<file path="src/rtl/esg_pkg.sv">
package esg_pkg;
    localparam int SR_W      = 8;
    localparam int SR_BIT_PE = 7;
    localparam int SR_BIT_B1 = 3;
    localparam int SR_BIT_B0 = 2;
    localparam int SR_BIT_WL = 1;

    typedef struct packed {
        logic       wel;
        logic       pe;
        logic [1:0] blk;
        logic       en_arm;
        logic       dis_arm;
        logic       sr_arm;
        logic       sr_pe;
        logic [1:0] sr_blk;
    } esg_state_t;

    localparam esg_state_t ESG_RESET = '0;

    function automatic logic [SR_W-1:0] pack_status(input logic pe, input logic [1:0] blk,
                                                    input logic wel, input logic busy);
        logic [SR_W-1:0] s;
        s            = '0;
        s[SR_BIT_PE] = pe;
        s[SR_BIT_B1] = blk[1];
        s[SR_BIT_B0] = blk[0];
        s[SR_BIT_WL] = wel;
        s[0]         = busy;
        return busy ? {SR_W{1'b1}} : s;
    endfunction
endpackage

</file>
<file path="src/rtl/esg_edge.sv">
module esg_edge #(
    parameter int   W       = 1,
    parameter logic RST_VAL = 1'b1
) (
    input  logic         clk,
    input  logic         rst_n,
    input  logic [W-1:0] sig_i,
    output logic [W-1:0] rise_o,
    output logic [W-1:0] fall_o
);
    logic [W-1:0] lvl_d, lvl_q;

    always_comb begin
        lvl_d = sig_i;
    end

    always_ff @(posedge clk or negedge rst_n) begin
        if (!rst_n) lvl_q <= {W{RST_VAL}};
        else        lvl_q <= lvl_d;
    end

    assign rise_o = sig_i & ~lvl_q;
    assign fall_o = ~sig_i & lvl_q;
endmodule

</file>
<file path="src/rtl/esg_region_decode.sv">
module esg_region_decode #(
    parameter int ADDR_W = 11
) (
    input  logic [1:0]        blk_i,
    input  logic [ADDR_W-1:0] addr_i,
    output logic              locked_o
);
    localparam int TOP = ADDR_W - 1;

    always_comb begin
        unique case (blk_i)
            2'b00:   locked_o = 1'b0;
            2'b01:   locked_o = addr_i[TOP] & addr_i[TOP-1];
            2'b10:   locked_o = addr_i[TOP];
            default: locked_o = 1'b1;
        endcase
    end
endmodule

</file>
<file path="src/rtl/eeprom_status_guard.sv">
module eeprom_status_guard
    import esg_pkg::*;
#(
    parameter int ADDR_W = 11
) (
    input  logic              clk,
    input  logic              rst_n,
    input  logic              cs_n_i,
    input  logic              bit_tick_i,
    input  logic              op_wren_i,
    input  logic              op_wrdi_i,
    input  logic              op_wrsr_i,
    input  logic [7:0]        wrsr_data_i,
    input  logic              wr_done_i,
    input  logic              busy_i,
    input  logic              wp_pin_i,
    input  logic [ADDR_W-1:0] arr_addr_i,
    output logic [7:0]        status_o,
    output logic              arr_wr_ok_o,
    output logic              sr_wr_ok_o
);
    esg_state_t st_d, st_q;
    logic       cs_rise, cs_fall, wp_rise, wp_fall, locked;

    esg_edge #(.W(1), .RST_VAL(1'b1)) u_cs_edge (
        .clk(clk), .rst_n(rst_n), .sig_i(cs_n_i), .rise_o(cs_rise), .fall_o(cs_fall)
    );

    esg_edge #(.W(1), .RST_VAL(1'b1)) u_wp_edge (
        .clk(clk), .rst_n(rst_n), .sig_i(wp_pin_i), .rise_o(wp_rise), .fall_o(wp_fall)
    );

    esg_region_decode #(.ADDR_W(ADDR_W)) u_region (
        .blk_i(st_q.blk), .addr_i(arr_addr_i), .locked_o(locked)
    );

    assign sr_wr_ok_o  = st_q.wel & ~(st_q.pe & ~wp_pin_i);
    assign arr_wr_ok_o = st_q.wel & ~locked;
    assign status_o    = pack_status(st_q.pe, st_q.blk, st_q.wel, busy_i);

    always_comb begin
        st_d = st_q;
        if (cs_fall) begin
            st_d.en_arm  = 1'b0;
            st_d.dis_arm = 1'b0;
            st_d.sr_arm  = 1'b0;
        end
        if (bit_tick_i) begin
            st_d.en_arm  = 1'b0;
            st_d.dis_arm = 1'b0;
        end
        if (!busy_i) begin
            if (op_wren_i) begin
                st_d.en_arm  = 1'b1;
                st_d.dis_arm = 1'b0;
            end
            if (op_wrdi_i) begin
                st_d.dis_arm = 1'b1;
                st_d.en_arm  = 1'b0;
            end
            if (op_wrsr_i && sr_wr_ok_o) begin
                st_d.sr_arm = 1'b1;
                st_d.sr_pe  = wrsr_data_i[SR_BIT_PE];
                st_d.sr_blk = {wrsr_data_i[SR_BIT_B1], wrsr_data_i[SR_BIT_B0]};
            end
        end
        if (wp_fall && !cs_n_i) st_d.sr_arm = 1'b0;
        if (cs_rise) begin
            if (st_q.en_arm)  st_d.wel = 1'b1;
            if (st_q.dis_arm) st_d.wel = 1'b0;
            if (st_q.sr_arm) begin
                st_d.pe  = st_q.sr_pe;
                st_d.blk = st_q.sr_blk;
            end
            st_d.en_arm  = 1'b0;
            st_d.dis_arm = 1'b0;
            st_d.sr_arm  = 1'b0;
        end
        if (wr_done_i) st_d.wel = 1'b0;
    end

    always_ff @(posedge clk or negedge rst_n) begin
        if (!rst_n) st_q <= ESG_RESET;
        else        st_q <= st_d;
    end

    AST_WEL_SET_AT_CS_RISE: assert property (@(posedge clk) disable iff (!rst_n)
        $rose(st_q.wel) |-> $past(cs_rise));
    AST_DONE_CLEARS_WEL: assert property (@(posedge clk) disable iff (!rst_n)
        wr_done_i |=> !st_q.wel);
    AST_FIELDS_FROZEN_BUSY: assert property (@(posedge clk) disable iff (!rst_n)
        (busy_i && !cs_rise) |=> $stable({st_q.pe, st_q.blk}));
    AST_FULL_LOCK: assert property (@(posedge clk) disable iff (!rst_n)
        (st_q.blk == 2'b11) |-> !arr_wr_ok_o);
    AST_SR_ARM_NEEDS_WEL: assert property (@(posedge clk) disable iff (!rst_n)
        $rose(st_q.sr_arm) |-> $past(st_q.wel));
    AST_ZERO_BITS: assert property (@(posedge clk) disable iff (!rst_n)
        !busy_i |-> (status_o[6:4] == 3'b000));
    AST_PIN_LOCK: assert property (@(posedge clk) disable iff (!rst_n)
        (st_q.pe && !wp_pin_i && !wp_rise) |-> !sr_wr_ok_o);
endmodule

</file>
<file path="config.mk">
export PLATFORM = sky130hd
export DESIGN_NAME = eeprom_status_guard
export DESIGN_NICKNAME = d
export VERILOG_FILES = /design/src/rtl/esg_pkg.sv /design/src/rtl/esg_edge.sv /design/src/rtl/esg_region_decode.sv /design/src/rtl/eeprom_status_guard.sv
export SDC_FILE = /design/constraint.sdc
export NUM_CORES = 1
export LEC_CHECK = 0
export CELL_PAD_IN_SITES_DETAIL_PLACEMENT = 0
export CELL_PAD_IN_SITES_GLOBAL_PLACEMENT = 1
export CORE_ASPECT_RATIO = 1.75
export CORE_MARGIN = 3
export CORE_UTILIZATION = 25
export DETAILED_ROUTE_END_ITERATION = 10
export GPL_TIMING_DRIVEN = 0
export PLACE_DENSITY_LB_ADDON = 0.15
export SKIP_CTS_REPAIR_TIMING = 1
export SKIP_LAST_GASP = 1
export SLEW_MARGIN = 25
export SYNTH_ARGS = -nofsm -noshare
export SYNTH_HDL_FRONTEND = slang
export SYNTH_HIERARCHICAL = 1
export SYNTH_SLANG_ARGS = --single-unit
</file>
<file path="constraint.sdc">
create_clock -name clk -period 1.3 [get_ports clk]
set_input_delay 0.325 -clock clk [delete_from_list [all_inputs] [get_ports clk]]
set_output_delay 0.325 -clock clk [all_outputs]
set_load 0.03 [all_outputs]
</file>
======== Word-level counts from Yosys, hierarchy flattened ========
Index checks and enable logic that the tools add are counted.
storage, ports and cells
  bits in registers ....................... 12
  output and inout bits ................... 10
  logic and storage cells ................. 48
cells by class
  equal/unequal tests ..................... 2
  mux-type cells .......................... 14
  bitwise operators ....................... 13
  reduce and logical (&&, ||, !) cells .... 9
operators by type and width
  kind                                                  number
  two-way mux 8 bit                                     1
  bitwise AND 1 bit                                     7
  two-way mux 7 bit                                     1
  two-way mux 2 bit                                     3
  two-way mux 3 bit                                     2
  two-way mux 6 bit                                     1
  NOT 1 bit                                             6
  AND reduction 2 bit                                   3
  two-way mux 1 bit                                     4
  two-way mux 4 bit                                     1
  one-hot mux 1 bit (3 select lines)                    1
  nonzero test 3 bit                                    1
  equality test 2 x 1 -> 1 bit (second input constant)  1
  equality test 2 bit (second input constant)           1
  logical AND 1 bit                                     2
  logical NOT 2 bit                                     1
  nonzero test 2 bit                                    1
  logical NOT 1 bit                                     1

======== Longest topological paths before layout ========
  word-level depth ........................ 10
  depth in mapped cells ................... 4
  depth with buffers taken out ............ 4

======== Hierarchy ========
Netlist, hierarchy kept.
by module, submodules not included
  module               instances  cells each  area each (um^2)  sequential area each (um^2)
  eeprom_status_guard  1          41          499.2             250.2
  esg_edge             2          3           41.3              26.3
  esg_region_decode    1          3           13.8              0.0

======== Worst setup path before layout ========
No wires, ideal clock.
  kind .................................... reg-to-output
  start ................................... register st_q[6] (netlist bit)
  end ..................................... output arr_wr_ok_o
  arrival time ............................ 0.991 ns
  setup slack ............................. -0.016 ns
  cell stages (with the launch flop) ...... 4
  path buffers ............................ 0
  path through ............................ dfrtp_1 -> o21ai_1 -> nand2_1 -> nor2b_1
between the ends
  longest elaborated chain between the ends .. 4
  elaborated cells on any way between the ends .. 6
  classes of those cells .................. eq/ne: 2; mux: 1; bitwise: 2; reduce/logical: 1
RTL lines
  what                                         line                       source
  start: declaration                           eeprom_status_guard.sv:22  esg_state_t st_d, st_q;
  start signal: assignment                     eeprom_status_guard.sv:84  else st_q <= st_d;
  equality test 2 bit (tied with other cells)  esg_region_decode.sv:11    unique case (blk_i)
  one-hot mux 1 bit (3 select lines) *         esg_region_decode.sv:11
  via locked                                   eeprom_status_guard.sv:23  logic cs_rise, cs_fall, wp_rise, wp_fall, locked;
  NOT 1 bit *                                  eeprom_status_guard.sv:38  assign arr_wr_ok_o = st_q.wel & ~locked;
  bitwise AND 1 bit *                          eeprom_status_guard.sv:38
  end: declaration                             eeprom_status_guard.sv:19  output logic arr_wr_ok_o,
Mark *: on every way through the listed nets, which the timed path passes. The rest lies on a longest branch.

======== Final worst setup path ========
  start ................................... register st_q[8] (netlist bit)
  end ..................................... output status_o[7]
between the ends
  longest elaborated chain between the ends .. 1
RTL lines
  what               line                       source
  two-way mux 8 bit  esg_pkg.sv:30              return busy ? {SR_W{1'b1}} : s;
  end: declaration   eeprom_status_guard.sv:18  output logic [7:0] status_o,
No other way between the ends.

==> impl_metrics.prom <==
# TYPE chip_impl_metric gauge
chip_impl_metric{name="chipWidth",unit="um"} 42.70
chip_impl_metric{name="fin_worst_skew",unit="ns"} 0.004417
chip_impl_metric{name="route.antenna.remaining_nets",unit=""} 0
chip_impl_metric{name="syn_area_per_cell",unit="sq um"} 12.03
chip_impl_info{name="tritoncts",value="yes"} 1
chip_impl_metric{name="share_comb_of_total_power",unit=""} 0.216
chip_impl_metric{name="max_clock_freq",unit="MHz"} 680.2
chip_impl_metric{name="num_antenna_cells",unit=""} 0
chip_impl_metric{name="final.period_utilization",unit=""} 1.131
chip_impl_metric{name="cap_viol_max_count",unit=""} 0
chip_impl_metric{name="setup_viol_count_final",unit=""} 6
chip_impl_metric{name="fp.coreArea",unit="sq um"} 2175
chip_impl_metric{name="timing.final.ws_setup",unit="ns"} -0.1701
chip_impl_metric{name="post-route-drc-count",unit=""} 0
chip_impl_metric{name="static-leakage-power",unit="uW"} 0.0005073
chip_impl_info{name="failed_checks",value="negative setup slack"} 1
chip_impl_metric{name="maxSlewViolCount",unit=""} 0
chip_impl_metric{name="die-area",unit="sq um"} 2999
chip_impl_metric{name="globalRouteTotalUtil",unit=""} 0.08909
chip_impl_metric{name="totalNegativeSetupSlack",unit="ns"} -0.7362
chip_impl_metric{name="post_drt_wl_per_cell",unit="um"} 11.08
chip_impl_metric{name="nets",unit=""} 112
chip_impl_metric{name="routabilityCongestion",unit=""} 0.6463
chip_impl_metric{name="detail_route.iter0.violations",unit=""} 4
chip_impl_metric{name="irDropWorstVdd",unit="mV"} 0.5343
chip_impl_metric{name="synthesis.instances",unit=""} 49
chip_impl_info{name="holdCritPathClass",value="in2reg"} 1
chip_impl_metric{name="power.internal",unit="uW"} 691.8
chip_impl_metric{name="grt_pass1_wl",unit="mm"} 2.007
chip_impl_metric{name="filler_cell_count",unit=""} 224
chip_impl_info{name="start_kind",value="register"} 1
chip_impl_metric{name="cts_buffer_depth",unit=""} 2
chip_impl_info{name="clock-root-buffer",value="clkbuf_4"} 1
chip_impl_info{name="layout.cells.most_common_list",value="10 x clkdlybuf4s50_1, 9 x dfrtp_1, 8 x buf_6"} 1
chip_impl_metric{name="worstPathArrival",unit="ns"} 1.15
chip_impl_metric{name="clock_latency_on_the_worst_skew_pair",unit="ns"} 0.27
chip_impl_metric{name="top_level_ports",unit=""} 39
chip_impl_metric{name="die_height",unit="um"} 70.23
chip_impl_metric{name="synthToLayoutAreaGrowth",unit="%"} 62.42
chip_impl_metric{name="routed_wirelength",unit="mm"} 1.174
chip_impl_metric{name="power.switching",unit="uW"} 211.9
chip_impl_metric{name="placement.io_buffers",unit=""} 24
chip_impl_metric{name="row_count",unit=""} 22
chip_impl_info{name="most_common_cell_after_layout_fill_and_taps_aside",value="clkdlybuf4s50_1"} 1
chip_impl_metric{name="grt.overflow.total",unit=""} 0
chip_impl_metric{name="cts_bufs_inserted",unit=""} 3
chip_impl_metric{name="h_tree_lvls",unit=""} 1
chip_impl_metric{name="starting_utilization_of_the_core_area",unit=""} 0.2710
chip_impl_metric{name="layoutNonFillerInstCount",unit=""} 106
chip_impl_metric{name="vias",unit=""} 459
chip_impl_metric{name="worst_pin_slew",unit="ns"} 0.5019
chip_impl_metric{name="post_synth_instance_area",unit="sq um"} 589.3
chip_impl_metric{name="switching_share",unit=""} 0.2345
chip_impl_metric{name="via_count_of_the_first_global_routing_pass",unit=""} 433
chip_impl_metric{name="clkSinkCount",unit=""} 12
chip_impl_metric{name="grt_max_degree",unit=""} 13
chip_impl_info{name="rsz_0062_raised_after_global_routing",value="true"} 1
chip_impl_metric{name="ys_warn_count",unit=""} 6
chip_impl_metric{name="placedCellCount",unit=""} 97
chip_impl_metric{name="finalHoldViolCount",unit=""} 0
chip_impl_metric{name="antenna_found_initial",unit=""} 0
chip_impl_metric{name="cp_data_required_time",unit="ns"} 0.98
chip_impl_metric{name="clock_share_of_power",unit=""} 0.317
chip_impl_metric{name="max_slew_margin",unit=""} 0.6643
chip_impl_info{name="critPathCaptureType",value="output port"} 1
chip_impl_metric{name="power.share.sequential",unit=""} 0.467
chip_impl_metric{name="cts.clk_slew.worst_paths",unit="ns"} 0.07
chip_impl_metric{name="final_period_minus_worst_setup_slack",unit="ns"} 1.470
chip_impl_metric{name="route.detailed.vias_per_inst",unit=""} 4.330
chip_impl_metric{name="critical_path.max_fanout",unit=""} 3
chip_impl_info{name="timing.setup.critical_path_class",value="reg2out"} 1
chip_impl_info{name="outcome",value="finished, violations left"} 1
chip_impl_metric{name="synth.net_count",unit=""} 78
chip_impl_metric{name="first_pass_iters",unit=""} 2
chip_impl_metric{name="cellPowerDensity",unit="nW/um^2"} 944.2
chip_impl_metric{name="drive_gt1_frac",unit=""} 0.5488
[cell type report]
type                       instances  area [sq um]  area share
buffer                             4         30.03     0.03137
clock buffer                       4         36.28     0.03791
inverter                           1         3.754    0.003922
multi-input combinational         32         280.3      0.2928
sequential                        12         304.0      0.3176
tap                               24         30.03     0.03137
timing repair buffer              29         272.8      0.2850
[power by group through the flow]
stage	registers (uW)	logic (uW)	clock network, uW
floorplan	423	103	0
global placement	427	187	0
detailed placement	429	188	0
CTS	422	189	299
global route	428	213	322
finish	422	195	286
[sequential cells by signal (all words and copies together) (netlist names)]
name             count
st_q                10
u_wp_edge/lvl_q      1
u_cs_edge/lvl_q      1
[critical path, cell delays in order (launching register included)]
cell and delay, ns:
dfrtp_1 0.40, or2_2 0.30, buf_2 0.18
[path summary, 6_finish.rpt]
kind	slack (ns)	cells after the start	end	start
worst max-delay path	-0.17	2	status_o[7]	st_q[8]$_DFFE_PN0P_
max in group asynchronous	0.54	1	st_q[9]$_DFFE_PN0P_	rst_n
worst min register to register	0.45	1	st_q[9]$_DFFE_PN0P_	st_q[4]$_DFF_PN0_
min in group asynchronous	0.39	1	st_q[0]$_DFFE_PN0P_	rst_n
worst min-delay path	0.21	1	u_wp_edge/lvl_q$_DFF_PN1_	wp_pin_i
worst max register to register	0.06	5	st_q[0]$_DFFE_PN0P_	st_q[8]$_DFFE_PN0P_
[per-stage QoR]
step	instance area [sq um]	util	setup WS (ns)	hold slack (ns)	power (uW)
after floorplan	591.8	-	0.1206	0.02941	525.6
after global placement	862.1	0.3964	-0.8950	0.4533	614.6
after detailed placement	862.1	0.3964	-0.8817	0.4497	617.0
after CTS	898.4	0.4131	-0.8861	0.4143	910.0
after global routing	957.2	0.4402	-0.2534	0.1979	962.3
final	957.2	0.4402	-0.1701	0.2095	903.8
[metal layers]
metal  global-route usage  vias up  share of wire
li1                     -      230              -
met4              0.07266        0          0.014
met2               0.1321       17           0.53
met1               0.1051      210           0.38
met5                    0        -              0
met3              0.02062        2          0.074
Note: power is estimated with default switching activity, not from simulation.
